--- src/rtl/hall_comm_pkg.sv ---
package hall_comm_pkg;

  typedef struct packed {
    logic       load;
    logic [2:0] code;
  } hallStrobe_t;

  typedef struct packed {
    logic       valid;
    logic [2:0] state;
  } hallDecode_t;

  typedef struct packed {
    logic [2:0] lowSel;
    logic [2:0] highSel;
  } switchSel_t;

  function automatic hallDecode_t decodeHall(input logic [2:0] code);
    hallDecode_t d;
    d.valid = 1'b1;
    case (code)
      3'd5:    d.state = 3'd0;
      3'd1:    d.state = 3'd1;
      3'd3:    d.state = 3'd2;
      3'd2:    d.state = 3'd3;
      3'd6:    d.state = 3'd4;
      3'd4:    d.state = 3'd5;
      default: begin d.state = 3'd0; d.valid = 1'b0; end
    endcase
    return d;
  endfunction

  // bit 0 = phase A, bit 1 = phase B, bit 2 = phase C
  function automatic switchSel_t stateSwitches(input logic [2:0] st);
    switchSel_t s;
    case (st)
      3'd0:    begin s.highSel = 3'b001; s.lowSel = 3'b100; end
      3'd1:    begin s.highSel = 3'b010; s.lowSel = 3'b100; end
      3'd2:    begin s.highSel = 3'b100; s.lowSel = 3'b010; end
      3'd3:    begin s.highSel = 3'b001; s.lowSel = 3'b010; end
      3'd4:    begin s.highSel = 3'b010; s.lowSel = 3'b001; end
      3'd5:    begin s.highSel = 3'b100; s.lowSel = 3'b001; end
      default: begin s.highSel = 3'b000; s.lowSel = 3'b000; end
    endcase
    return s;
  endfunction

endpackage

--- src/rtl/hall_ctrl.sv ---
module hall_ctrl
  import hall_comm_pkg::*;
#(
  parameter int DB_W    = 8,
  parameter int STALL_W = 16,
  parameter int EDGE_W  = 16
) (
  input  logic              clk,
  input  logic              rst,
  input  logic              tick,
  input  logic [2:0]        hallCode,
  input  logic [DB_W-1:0]   debounceLimit,
  output hallStrobe_t       strobe,
  output logic              commTrig,
  output logic [EDGE_W-1:0] edgeCount
);

  localparam logic [STALL_W-1:0] STALL_MAX = {STALL_W{1'b1}};
  localparam logic [STALL_W-1:0] STALL_ONE = STALL_W'(1);

  logic               primed;
  logic [2:0]         acceptedCode;
  logic [2:0]         bufferCode;
  logic [DB_W-1:0]    dbCount;
  logic [STALL_W-1:0] stallCnt;

  logic sameAsAccepted;
  logic sameAsBuffer;
  logic acceptNow;
  logic stallHit;

  always_comb begin
    sameAsAccepted = (hallCode == acceptedCode);
    sameAsBuffer   = (hallCode == bufferCode);
    acceptNow      = tick && primed && !sameAsAccepted && sameAsBuffer
                     && (dbCount >= debounceLimit);
    stallHit       = tick && primed && sameAsAccepted && (stallCnt == STALL_ONE);
    strobe.load    = tick && (!primed || acceptNow);
    strobe.code    = hallCode;
  end

  always_ff @(posedge clk) begin
    if (rst) begin
      primed       <= 1'b0;
      acceptedCode <= 3'd0;
      bufferCode   <= 3'd0;
      dbCount      <= '0;
      stallCnt     <= STALL_MAX;
      commTrig     <= 1'b0;
      edgeCount    <= '0;
    end else begin
      commTrig <= acceptNow || stallHit;
      if (tick) begin
        if (!primed) begin
          primed       <= 1'b1;
          acceptedCode <= hallCode;
          bufferCode   <= hallCode;
        end else if (sameAsAccepted) begin
          dbCount  <= '0;
          stallCnt <= stallHit ? STALL_MAX : stallCnt - STALL_ONE;
        end else if (sameAsBuffer) begin
          if (acceptNow) begin
            acceptedCode <= hallCode;
            dbCount      <= '0;
            stallCnt     <= STALL_MAX;
            edgeCount    <= edgeCount + EDGE_W'(1);
          end else begin
            dbCount <= dbCount + DB_W'(1);
          end
        end else begin
          bufferCode <= hallCode;
          dbCount    <= '0;
        end
      end
    end
  end

  AST_TRIG_PULSE: assert property (@(posedge clk) disable iff (rst)
    commTrig |=> !commTrig);

  AST_EDGE_STEP: assert property (@(posedge clk) disable iff (rst)
    (edgeCount != $past(edgeCount)) |-> (edgeCount == $past(edgeCount) + EDGE_W'(1)));

  AST_EDGE_TRIGGERS: assert property (@(posedge clk) disable iff (rst)
    (edgeCount != $past(edgeCount)) |-> commTrig);

  AST_INIT_SILENT: assert property (@(posedge clk) disable iff (rst)
    (strobe.load && !primed) |=> (!commTrig && $stable(edgeCount)));

endmodule

--- src/rtl/hall_datapath.sv ---
module hall_datapath
  import hall_comm_pkg::*;
(
  input  logic        clk,
  input  logic        rst,
  input  hallStrobe_t strobe,
  input  logic        pwmIn,
  output logic [2:0]  commState,
  output logic        hallError,
  output logic [2:0]  gateHigh,
  output logic [2:0]  gateLow
);

  hallDecode_t decoded;
  switchSel_t  nextSel;
  logic        stateValid;
  logic [2:0]  selHigh;
  logic [2:0]  selLow;

  always_comb begin
    decoded = decodeHall(strobe.code);
    nextSel = stateSwitches(decoded.state);
  end

  always_ff @(posedge clk) begin
    if (rst) begin
      commState  <= 3'd0;
      stateValid <= 1'b0;
      hallError  <= 1'b0;
      selHigh    <= 3'b000;
      selLow     <= 3'b000;
    end else if (strobe.load) begin
      if (decoded.valid) begin
        hallError <= 1'b0;
        if (!stateValid || (decoded.state != commState)) begin
          commState  <= decoded.state;
          stateValid <= 1'b1;
          selHigh    <= nextSel.highSel;
          selLow     <= nextSel.lowSel;
        end
      end else begin
        hallError <= 1'b1;
      end
    end
  end

  for (genvar ph = 0; ph < 3; ph++) begin : g_phase
    assign gateHigh[ph] = selHigh[ph] & pwmIn;
    assign gateLow[ph]  = selLow[ph];
  end

  AST_SEL_HOLD: assert property (@(posedge clk) disable iff (rst)
    !strobe.load |=> ($stable(selHigh) && $stable(selLow)));

  AST_PHASE_EXCLUSIVE: assert property (@(posedge clk) disable iff (rst)
    stateValid |-> ($onehot0(selHigh) && $countones(selLow) == 1 && (selHigh & selLow) == 3'b000));

  AST_INVALID_HOLDS: assert property (@(posedge clk) disable iff (rst)
    (strobe.load && !decoded.valid) |=> ($stable(commState) && $stable(selLow) && hallError));

  AST_OFF_UNTIL_VALID: assert property (@(posedge clk) disable iff (rst)
    !stateValid |-> (gateHigh == 3'b000 && gateLow == 3'b000));

endmodule

--- src/rtl/hall_commutator.sv ---
module hall_commutator
  import hall_comm_pkg::*;
#(
  parameter int DB_W    = 8,
  parameter int STALL_W = 16,
  parameter int EDGE_W  = 16
) (
  input  logic              clk,
  input  logic              rst,
  input  logic              tick,
  input  logic              hallA,
  input  logic              hallB,
  input  logic              hallC,
  input  logic              pwmIn,
  input  logic [DB_W-1:0]   debounceLimit,
  output logic [2:0]        gateHigh,
  output logic [2:0]        gateLow,
  output logic [2:0]        commState,
  output logic              commTrig,
  output logic              hallError,
  output logic [EDGE_W-1:0] edgeCount
);

  logic [2:0]  hallCode;
  hallStrobe_t strobe;

  assign hallCode = {hallA, hallB, hallC};

  hall_ctrl #(
    .DB_W    (DB_W),
    .STALL_W (STALL_W),
    .EDGE_W  (EDGE_W)
  ) u_ctrl (
    .clk           (clk),
    .rst           (rst),
    .tick          (tick),
    .hallCode      (hallCode),
    .debounceLimit (debounceLimit),
    .strobe        (strobe),
    .commTrig      (commTrig),
    .edgeCount     (edgeCount)
  );

  hall_datapath u_dp (
    .clk       (clk),
    .rst       (rst),
    .strobe    (strobe),
    .pwmIn     (pwmIn),
    .commState (commState),
    .hallError (hallError),
    .gateHigh  (gateHigh),
    .gateLow   (gateLow)
  );

endmodule

--- config.mk ---
export PLATFORM = sky130hd
export DESIGN_NAME = hall_commutator
export DESIGN_NICKNAME = d
export VERILOG_FILES = /design/src/rtl/hall_comm_pkg.sv /design/src/rtl/hall_ctrl.sv /design/src/rtl/hall_datapath.sv /design/src/rtl/hall_commutator.sv
export SDC_FILE = /design/constraint.sdc
export NUM_CORES = 1
export LEC_CHECK = 0
export ABC_AREA = 0
export ABC_CLOCK_PERIOD_IN_PS = 5750
export BUFFER_PORTS_ARGS = -buffer_cell sky130_fd_sc_hd__buf_2
export CAP_MARGIN = 15
export CORE_MARGIN = 4
export CORE_UTILIZATION = 62
export CTS_CLUSTER_SIZE = 25
export DETAILED_ROUTE_END_ITERATION = 8
export PLACE_DENSITY = 0.85
export SYNTH_ARGS = -nofsm -noshare
export SYNTH_HDL_FRONTEND = slang
export SYNTH_SLANG_ARGS = --single-unit
--- constraint.sdc ---
create_clock -name clk -period 5.75 [get_ports clk]
set_input_delay 0.8625 -clock clk [delete_from_list [all_inputs] [get_ports clk]]
set_output_delay 0.8625 -clock clk [all_outputs]
set_load 0.05 [all_outputs]
==> flow_summary.json, run 1 <==
{
  "worstSetupEndpointType": "register",
  "clock_latency_ns": 0.33,
  "total_power_density_per_cell_area_nw_per_um2": 235,
  "layout-drive-gt1-share_pct": 15.9,
  "hold-worst-slack_ns": 0.469,
  "setup_viol_count_final": 0,
  "ys.warnings.count": 0,
  "drv_slew": 0,
  "gp_congestion": 0.802,
  "syn-cell-area_um2": 3280,
  "hold_viol": 0,
  "max_cap_viol_count": 0,
  "outcome": "completed",
  "firstDrtPassIters": 5,
  "distinct_cell_type_count_of_the_synthesized_netlist": 50,
  "timing.critical_path.from_type": "input pin",
  "whs_path_depth": 2,
  "synthArstFlopShare_pct": 0,
  "antennaDiodeCount": 0,
  "tritoncts": "yes",
  "synth_enable_flop_cells": 0,
  "timing.slew.headroom_pct": 25.2,
  "timing.setup.tns_ns": 0,
  "wl_per_cell_um": 15.1,
  "die_w_um": 80.7,
  "grt_first_pass_wirelength_um": 12600,
  "synth.yosys.seq_area_share_pct": 36.0,
  "final_period_minus_worst_setup_slack_ns": 3.12,
  "synthFlopType": "sky130_fd_sc_hd__dfxtp_1",
  "number_of_storage_elements_in_the_synthesis_netlist": 59,
  "drt_iter0_markers": 195,
  "netlist_instances": 390,
  "worstRegToRegCells": 6,
  "timing.setup.critical_path_class": "in -> reg",
  "effective_utilization_at_floorplan_pct": 64.2,
  "detail_route.vias_per_cell": 6.06,
  "syn_nets": 417,
  "worstMarginPinSlew_ns": 1.12,
  "port_buffers": 41,
  "clkTransAtPathRegs_ns": 0.05,
  "rsz0062_at_grt": "false",
  "fin_nets": 450,
  "max_clock_freq_mhz": 321,
  "floorplan.core_area_um2": 5110,
  "cts_repair_resize_count": 0,
  "min-delay-path-class": "reg -> reg",
  "syn_to_final_growth_pct": 11.3,
  "drtAntennaViolNets": 0,
  "fin_worst_skew_ns": 0.0119,
  "required_worst_endpoint_ns": 5.94,
  "maximum_number_of_pins_on_one_net_before_global_route_repair": 46,
  "path_max_fanout": 16,
  "p_leak_nw": 1.43,
  "max-vdd-ir-drop_mv": 0.184,
  "place_hpwl_um": 5140,
  "antenna_found_initial": 0,
  "clkSinkCount": 59,
  "buffers_inserted_by_post_cts_timing_repair": 0,
  "arrival_ns": 3.31,
  "io-pin-count": 42,
  "vias_in_the_first_global_route": 2789,
  "fp.dieArea_um2": 6520,
  "drc_errors": 0,
  "hold_fix_buffers_at_cts": 0,
  "numCtsBuffers": 9,
  "most-common-layout-cells": "sky130_fd_sc_hd__dfxtp_1 (59), sky130_fd_sc_hd__buf_2 (41), sky130_fd_sc_hd__nor2_1 (36)",
  "grt_util_all_layers_pct": 24.8,
  "clockRootBuffer": "sky130_fd_sc_hd__clkbuf_8",
  "fin_crit_sh_pct": 54.2,
  "detail_route.wirelength_um": 7540,
  "die_h_um": 80.7,
  "mostFrequentLayoutCell": "sky130_fd_sc_hd__dfxtp_1",
  "avgSynthCellArea_um2": 8.41,
  "global_route.overflow_total": 0,
  "cts-htree-levels": 3,
  "placement_rows": 26,
  "vias": 3020,
  "maximum_clock_insertion_buffer_count": 2
}
[path summary, 6_finish.rpt]
check,endpoint,slack (ns),from
setup / recovery,u_ctrl.stallCnt[8]$_SDFFE_PP1P_,2.63,debounceLimit[1]
hold / removal,u_ctrl.bufferCode[0]$_SDFFE_PP0P_,0.47,u_ctrl.bufferCode[0]$_SDFFE_PP0P_
hold reg to reg,u_ctrl.bufferCode[0]$_SDFFE_PP0P_,0.47,u_ctrl.bufferCode[0]$_SDFFE_PP0P_
setup reg to reg,u_dp.selHigh[1]$_SDFFE_PP0P_,2.79,u_ctrl.primed$_SDFFE_PP0P_
[through the flow]
| stage | power, mW | instance area [um^2] | setup WS (ns) | utilization (%) | cells |
|---|---|---|---|---|---|
| after floorplan | 0.514 | 3280 | 3.10 | - | 390 |
| final | 0.859 | 3650 | 2.63 | 71.5 | 498 |
| after detailed placement | 0.533 | 3470 | 2.31 | 67.9 | 481 |
| after global placement | 0.529 | 3470 | 2.46 | 67.9 | 481 |
| after global routing | 0.896 | 3650 | 2.31 | 71.5 | 498 |
| after CTS | 0.863 | 3640 | 2.65 | 71.3 | 497 |
[where the power goes]
group          leakage (nW)  switching (mW)  internal, mW
Clock                0.0905           0.154         0.179
Sequential            0.478         0.00746         0.417
Combinational         0.866          0.0694        0.0320
Total                  1.43           0.231         0.628
[registers in the layout, summed over array words and instances, names as in the netlist]
signal / cells
u_ctrl.edgeCount: 16
u_ctrl.stallCnt: 16
u_ctrl.dbCount: 8
u_ctrl.acceptedCode: 3
u_ctrl.bufferCode: 3
u_dp.commState: 3
u_dp.gateLow: 3
u_dp.selHigh: 3
u_ctrl.commTrig: 1
u_ctrl.primed: 1
u_dp.hallError: 1
u_dp.stateValid: 1
[kinds of logic after synthesis]
| logic type | after synthesis | share of synthesized area, % |
|---|---|---|
| adder cells (fa/ha/maj) | 12 | 4.58 |
| AO/OA/AOI/OAI | 83 | 17.1 |
| multiplexers | 8 | 2.44 |
| flip-flops | 59 | 36.0 |
| XOR/XNOR | 30 | 8.01 |
| buffers and inverters | 44 | 5.99 |
| AND/OR/NAND/NOR | 154 | 25.9 |
[per-layer routing]
| layer | part of all wire (%) | GRT usage (%) | up-vias | routed length, um |
|---|---|---|---|---|
| li1 | - | - | 1489 | - |
| met1 | 42 | 29.4 | 1422 | 3190 |
| met3 | 5.7 | 6.50 | 18 | 428 |
| met4 | 1.7 | 11.5 | 0 | 126 |
| met2 | 50 | 41.7 | 91 | 3800 |
| met5 | 0 | 0 | - | 0 |
[synthesized netlist by cell type (2+ instances only)]
cell type                  count  area (um^2)
sky130_fd_sc_hd__or3_1         5         31.3
sky130_fd_sc_hd__and3_1        5         31.3
sky130_fd_sc_hd__nor2b_1       4         25.0
sky130_fd_sc_hd__dfxtp_1      59         1180
sky130_fd_sc_hd__nor3b_1       3         22.5
sky130_fd_sc_hd__ha_1         12          150
sky130_fd_sc_hd__nor3_4        2         32.5
sky130_fd_sc_hd__buf_6         3         33.8
sky130_fd_sc_hd__a22oi_1       2         15.0
sky130_fd_sc_hd__xnor2_1      20          175
sky130_fd_sc_hd__nand3_1      21          105
sky130_fd_sc_hd__o21ai_0      15         75.1
sky130_fd_sc_hd__a311oi_1      6         52.6
sky130_fd_sc_hd__a31o_2        2         17.5
sky130_fd_sc_hd__a21oi_1      26          130
sky130_fd_sc_hd__and2_1        5         31.3
sky130_fd_sc_hd__nand2_1      25         93.8
sky130_fd_sc_hd__nor2_1       36          135
sky130_fd_sc_hd__nor3_1       11         55.1
sky130_fd_sc_hd__buf_2         3         15.0
sky130_fd_sc_hd__mux2i_1       8         80.1
sky130_fd_sc_hd__o211ai_1      2         15.0
sky130_fd_sc_hd__o31ai_1       6         45.0
sky130_fd_sc_hd__nor4_1       20          125
sky130_fd_sc_hd__a31oi_1       6         37.5
sky130_fd_sc_hd__clkbuf_1     13         48.8
sky130_fd_sc_hd__nand4_1       2         12.5
sky130_fd_sc_hd__xor2_1       10         87.6
sky130_fd_sc_hd__inv_1        23         86.3
sky130_fd_sc_hd__or4_1         7         52.6
sky130_fd_sc_hd__and4_1        3         26.3
sky130_fd_sc_hd__a211oi_1      5         37.5
sky130_fd_sc_hd__a221oi_2      2         30.0
sky130_fd_sc_hd__a21o_1        2         15.0
[worst max-delay path: stages]
cell and delay [ns]:
sky130_fd_sc_hd__buf_2 0.07, sky130_fd_sc_hd__inv_1 0.03, sky130_fd_sc_hd__ha_1 0.19, sky130_fd_sc_hd__nor4_1 0.26
sky130_fd_sc_hd__o21ai_0 0.24, sky130_fd_sc_hd__a21o_1 0.36, sky130_fd_sc_hd__a21oi_1 0.94, sky130_fd_sc_hd__nor3b_1 0.28
sky130_fd_sc_hd__a311oi_1 0.07
[layout make-up]
class                      instances  area [um^2]
inverter                          23         86.3
clock buffer                      14          163
clock inverter                     2         10.0
sequential                        59         1180
fill                             424         1460
timing repair buffer              43          220
tap                               70         87.6
multi-input combinational        287         1900
(Power assumes the default switching activity.)
==> run 2, diff against run 1 <==
--- a/config.mk
+++ b/config.mk
@@ -5,15 +5,15 @@
 export SDC_FILE = /design/constraint.sdc
 export NUM_CORES = 1
 export LEC_CHECK = 0
-export ABC_AREA = 0
-export ABC_CLOCK_PERIOD_IN_PS = 5750
+export ABC_AREA = 1
+export ABC_CLOCK_PERIOD_IN_PS = 2650
 export BUFFER_PORTS_ARGS = -buffer_cell sky130_fd_sc_hd__buf_2
 export CAP_MARGIN = 15
 export CORE_MARGIN = 4
-export CORE_UTILIZATION = 62
+export CORE_UTILIZATION = 52
 export CTS_CLUSTER_SIZE = 25
 export DETAILED_ROUTE_END_ITERATION = 8
-export PLACE_DENSITY = 0.85
+export PLACE_DENSITY = 0.76
 export SYNTH_ARGS = -nofsm -noshare
 export SYNTH_HDL_FRONTEND = slang
 export SYNTH_SLANG_ARGS = --single-unit
==> constraint.sdc (replaced) <==
create_clock -name clk -period 2.65 [get_ports clk]
set_input_delay 0.3975 -clock clk [delete_from_list [all_inputs] [get_ports clk]]
set_output_delay 0.3975 -clock clk [all_outputs]
set_load 0.05 [all_outputs]
==> run 2 against run 1 <==
  * Design area grew 2.4%
  * Hold slack got worse by 0.080 ns
  * Synthesized cell count up 25%
  * Die area rose by 18%
  * Largest power group unchanged
  * Highest routed layer unchanged
  * Clock skew is 0.0060 ns lower
  * Critical endpoint is now u_dp.commState[0]$_SDFFE_PP0P_
  * First-iteration DRC count is 9.2% lower
  * Non-clock buffer count decreased by 2
  * Setup slack got worse by 2.2 ns
==> flow_summary.json, run 2 <==
{
  "fin_crit_sh_pct": 83.3,
  "path_delay_family": "simple AND/OR/NAND/NOR gates",
  "whs_path_depth": 3,
  "clkSinkCount": 59,
  "antenna_found_initial": 0,
  "mostFrequentLayoutCell": "sky130_fd_sc_hd__nand2_1",
  "io-pin-count": 42,
  "distinct_cell_type_count_of_the_synthesized_netlist": 41,
  "synth.yosys.seq_area_share_pct": 35.6,
  "arrival_ns": 2.43,
  "placement_rows": 28,
  "clock_latency_ns": 0.33,
  "timing.setup.tns_ns": 0,
  "max_clock_freq_mhz": 453,
  "critical_path.n_buffers_inverters": 1,
  "antennaDiodeCount": 0,
  "die_h_um": 87.8,
  "placed_cells": 592,
  "drtAntennaViolNets": 0,
  "detail_route.wirelength_um": 7120,
  "timing.slew.headroom_pct": 56.6,
  "path_max_fanout": 13,
  "total_power_density_per_cell_area_nw_per_um2": 523,
  "avgSynthCellArea_um2": 6.78,
  "synth_top_cells_by_area": "sky130_fd_sc_hd__dfxtp_1 (36%), sky130_fd_sc_hd__nand2_1 (13%), sky130_fd_sc_hd__inv_1 (7.4%)",
  "maximum_clock_insertion_buffer_count": 2,
  "syn_nets": 516,
  "hold-worst-slack_ns": 0.390,
  "fin_cells": 608,
  "hold_viol": 0,
  "worstSetupEndpointType": "register",
  "number_of_storage_elements_in_the_synthesis_netlist": 59,
  "netlist_instances": 489,
  "drt_iter0_markers": 177,
  "syn-cell-area_um2": 3310,
  "effective_utilization_at_floorplan_pct": 54.7,
  "buffers_inserted_by_post_cts_timing_repair": 0,
  "cpPeakStageDelay_ns": 0.39,
  "required_worst_endpoint_ns": 2.88,
  "drc_errors": 0,
  "timing.critical_path.depth": 13,
  "max_cap_viol_count": 0,
  "p_leak_nw": 1.74,
  "dominant_cell_by_count_in_the_synthesized_netlist": "sky130_fd_sc_hd__nand2_1",
  "fin_worst_skew_ns": 0.00586,
  "critPathSlowestCell": "sky130_fd_sc_hd__nand4_1",
  "worstRegToRegCells": 13,
  "wl_per_cell_um": 11.7,
  "layout-drive-gt1-share_pct": 15.4,
  "vias_in_the_first_global_route": 2918,
  "fp.dieArea_um2": 7710,
  "synthFlopType": "sky130_fd_sc_hd__dfxtp_1",
  "synthDominantAreaCellType": "sky130_fd_sc_hd__dfxtp_1",
  "leading_registers_by_flop_count": "u_ctrl.edgeCount x16, u_ctrl.stallCnt x16, u_ctrl.dbCount x8",
  "syn_to_final_growth_pct": 12.8,
  "firstDrtPassIters": 4,
  "cts_repair_resize_count": 0,
  "global_route.overflow_total": 0,
  "max-vdd-ir-drop_mv": 0.396,
  "place_hpwl_um": 5220,
  "crit_path_cell_trace": "inv_1 -> ha_1 -> nand2_1 -> nor2_1 -> nor2_1 -> nand2_1 -> nand2_1 -> nand2_1 -> nand2_4 -> nand2_2 -> nand4_1 -> o21bai_1 -> nor2_1",
  "post-synth-top-area-fraction_pct": 35.6,
  "worstMarginPinSlew_ns": 0.650,
  "final_core_utilization_pct": 61.7,
  "clkTransAtPathRegs_ns": 0.07,
  "vias": 3151,
  "grt_util_all_layers_pct": 19.9,
  "synth_enable_flop_cells": 0,
  "most-common-layout-cells": "sky130_fd_sc_hd__nand2_1 (114), sky130_fd_sc_hd__inv_1 (65), sky130_fd_sc_hd__dfxtp_1 (59)",
  "ys.warnings.count": 0,
  "port_buffers": 41,
  "gp_congestion": 0.849,
  "rsz0062_at_grt": "false",
  "list_of_most_frequent_post_synthesis_cells": "sky130_fd_sc_hd__nand2_1 (114), sky130_fd_sc_hd__inv_1 (65), sky130_fd_sc_hd__dfxtp_1 (59)",
  "floorplan.core_area_um2": 6060,
  "die_w_um": 87.8,
  "outcome": "completed",
  "maximum_number_of_pins_on_one_net_before_global_route_repair": 28,
  "cts-htree-levels": 3,
  "clockRootBuffer": "sky130_fd_sc_hd__clkbuf_8",
  "timing.critical_path.from_type": "register",
  "numCtsBuffers": 9,
  "min-delay-path-class": "in -> reg",
  "setup_viol_count_final": 0,
  "synthArstFlopShare_pct": 0,
  "grt_first_pass_wirelength_um": 12400,
  "fin_nets": 555,
  "final_period_minus_worst_setup_slack_ns": 2.21,
  "timing.setup.critical_path_class": "reg -> reg",
  "tritoncts": "yes",
  "detail_route.vias_per_cell": 5.18,
  "hold_fix_buffers_at_cts": 0,
  "critical-path-top-cell-by-count": "sky130_fd_sc_hd__nand2_1",
  "r2r_slack_ns": 0.44,
  "drv_slew": 0
}
[run 2: cell types whose count changed in the layout (fill, tap and decap cells not counted), sizes merged, moves of 7 or more]
cell / before / now
nand2: 25 / 119
inv: 23 / 74
nand3: 21 / 46
xnor2: 20 / 3
nor2: 36 / 51
o21ai: 16 / 30
nor4: 20 / 7
a21oi: 27 / 37
nor3: 13 / 3
mux2i: 8 / 0
or4: 7 / 0
[run 2: kinds of logic (layout without fill, tap and decap cells)]
family	after synthesis	in the layout	synth area share, %
buffers and inverters	87	131	10.8
AO/OA/AOI/OAI	80	80	13.1
XOR/XNOR	9	9	2.38
flip-flops	59	59	35.6
AND/OR/NAND/NOR	242	242	33.5
adder cells (fa/ha/maj)	12	12	4.53
[run 2: final cells by class]
class / instances / area (um^2)
Tap cell: 75 / 93.8
Clock buffer: 15 / 176
Multi-Input combinational cell: 343 / 1770
Inverter: 74 / 278
Clock inverter: 1 / 30.0
Sequential cell: 59 / 1180
Fill cell: 570 / 2320
Timing Repair Buffer: 41 / 205
[run 2: power by group]
part / switching (mW) / leakage (nW) / total [mW] / internal, mW
Sequential: 0.0136 / 0.479 / 0.921 / 0.907
Clock: 0.342 / 0.104 / 0.855 / 0.513
Combinational: 0.124 / 1.16 / 0.177 / 0.0530
Total: 0.479 / 1.74 / 1.95 / 1.47
[run 2: path summary, 6_finish.rpt]
check | from | to
worst max-delay path | u_ctrl.dbCount[0]$_SDFFE_PP0P_ | u_dp.commState[0]$_SDFFE_PP0P_
worst min-delay path | tick | u_ctrl.primed$_SDFFE_PP0P_
worst max register to register | u_ctrl.dbCount[0]$_SDFFE_PP0P_ | u_dp.commState[0]$_SDFFE_PP0P_
worst min register to register | u_dp.stateValid$_SDFFE_PP0P_ | u_dp.stateValid$_SDFFE_PP0P_
[run 2: layer usage]
layer	wire, um	track usage [%]
met2	3290	32.5
met5	0	0
met1	3400	25.2
met4	129	9.76
met3	303	3.67
[run 2: worst reg2reg max path: stages (launching register included)]
cell	delay [ns]
sky130_fd_sc_hd__dfxtp_1	0.36
sky130_fd_sc_hd__inv_1	0.09
sky130_fd_sc_hd__ha_1	0.27
sky130_fd_sc_hd__nand2_1	0.04
sky130_fd_sc_hd__nor2_1	0.08
sky130_fd_sc_hd__nor2_1	0.04
sky130_fd_sc_hd__nand2_1	0.04
sky130_fd_sc_hd__nand2_1	0.04
sky130_fd_sc_hd__nand2_1	0.14
sky130_fd_sc_hd__nand2_4	0.14
sky130_fd_sc_hd__nand2_2	0.10
sky130_fd_sc_hd__nand4_1	0.39
sky130_fd_sc_hd__o21bai_1	0.31
sky130_fd_sc_hd__nor2_1	0.06
[run 2: metrics by stage]
| step | cell area [um^2] | setup WS [ns] | power (mW) |
|---|---|---|---|
| after global placement | 3530 | 0.395 | 1.11 |
| after CTS | 3740 | 0.461 | 1.97 |
| after global routing | 3740 | 0.186 | 2.03 |
| final | 3740 | 0.444 | 1.95 |
| after floorplan | 3310 | 0.791 | 1.08 |
| after detailed placement | 3530 | 0.329 | 1.12 |
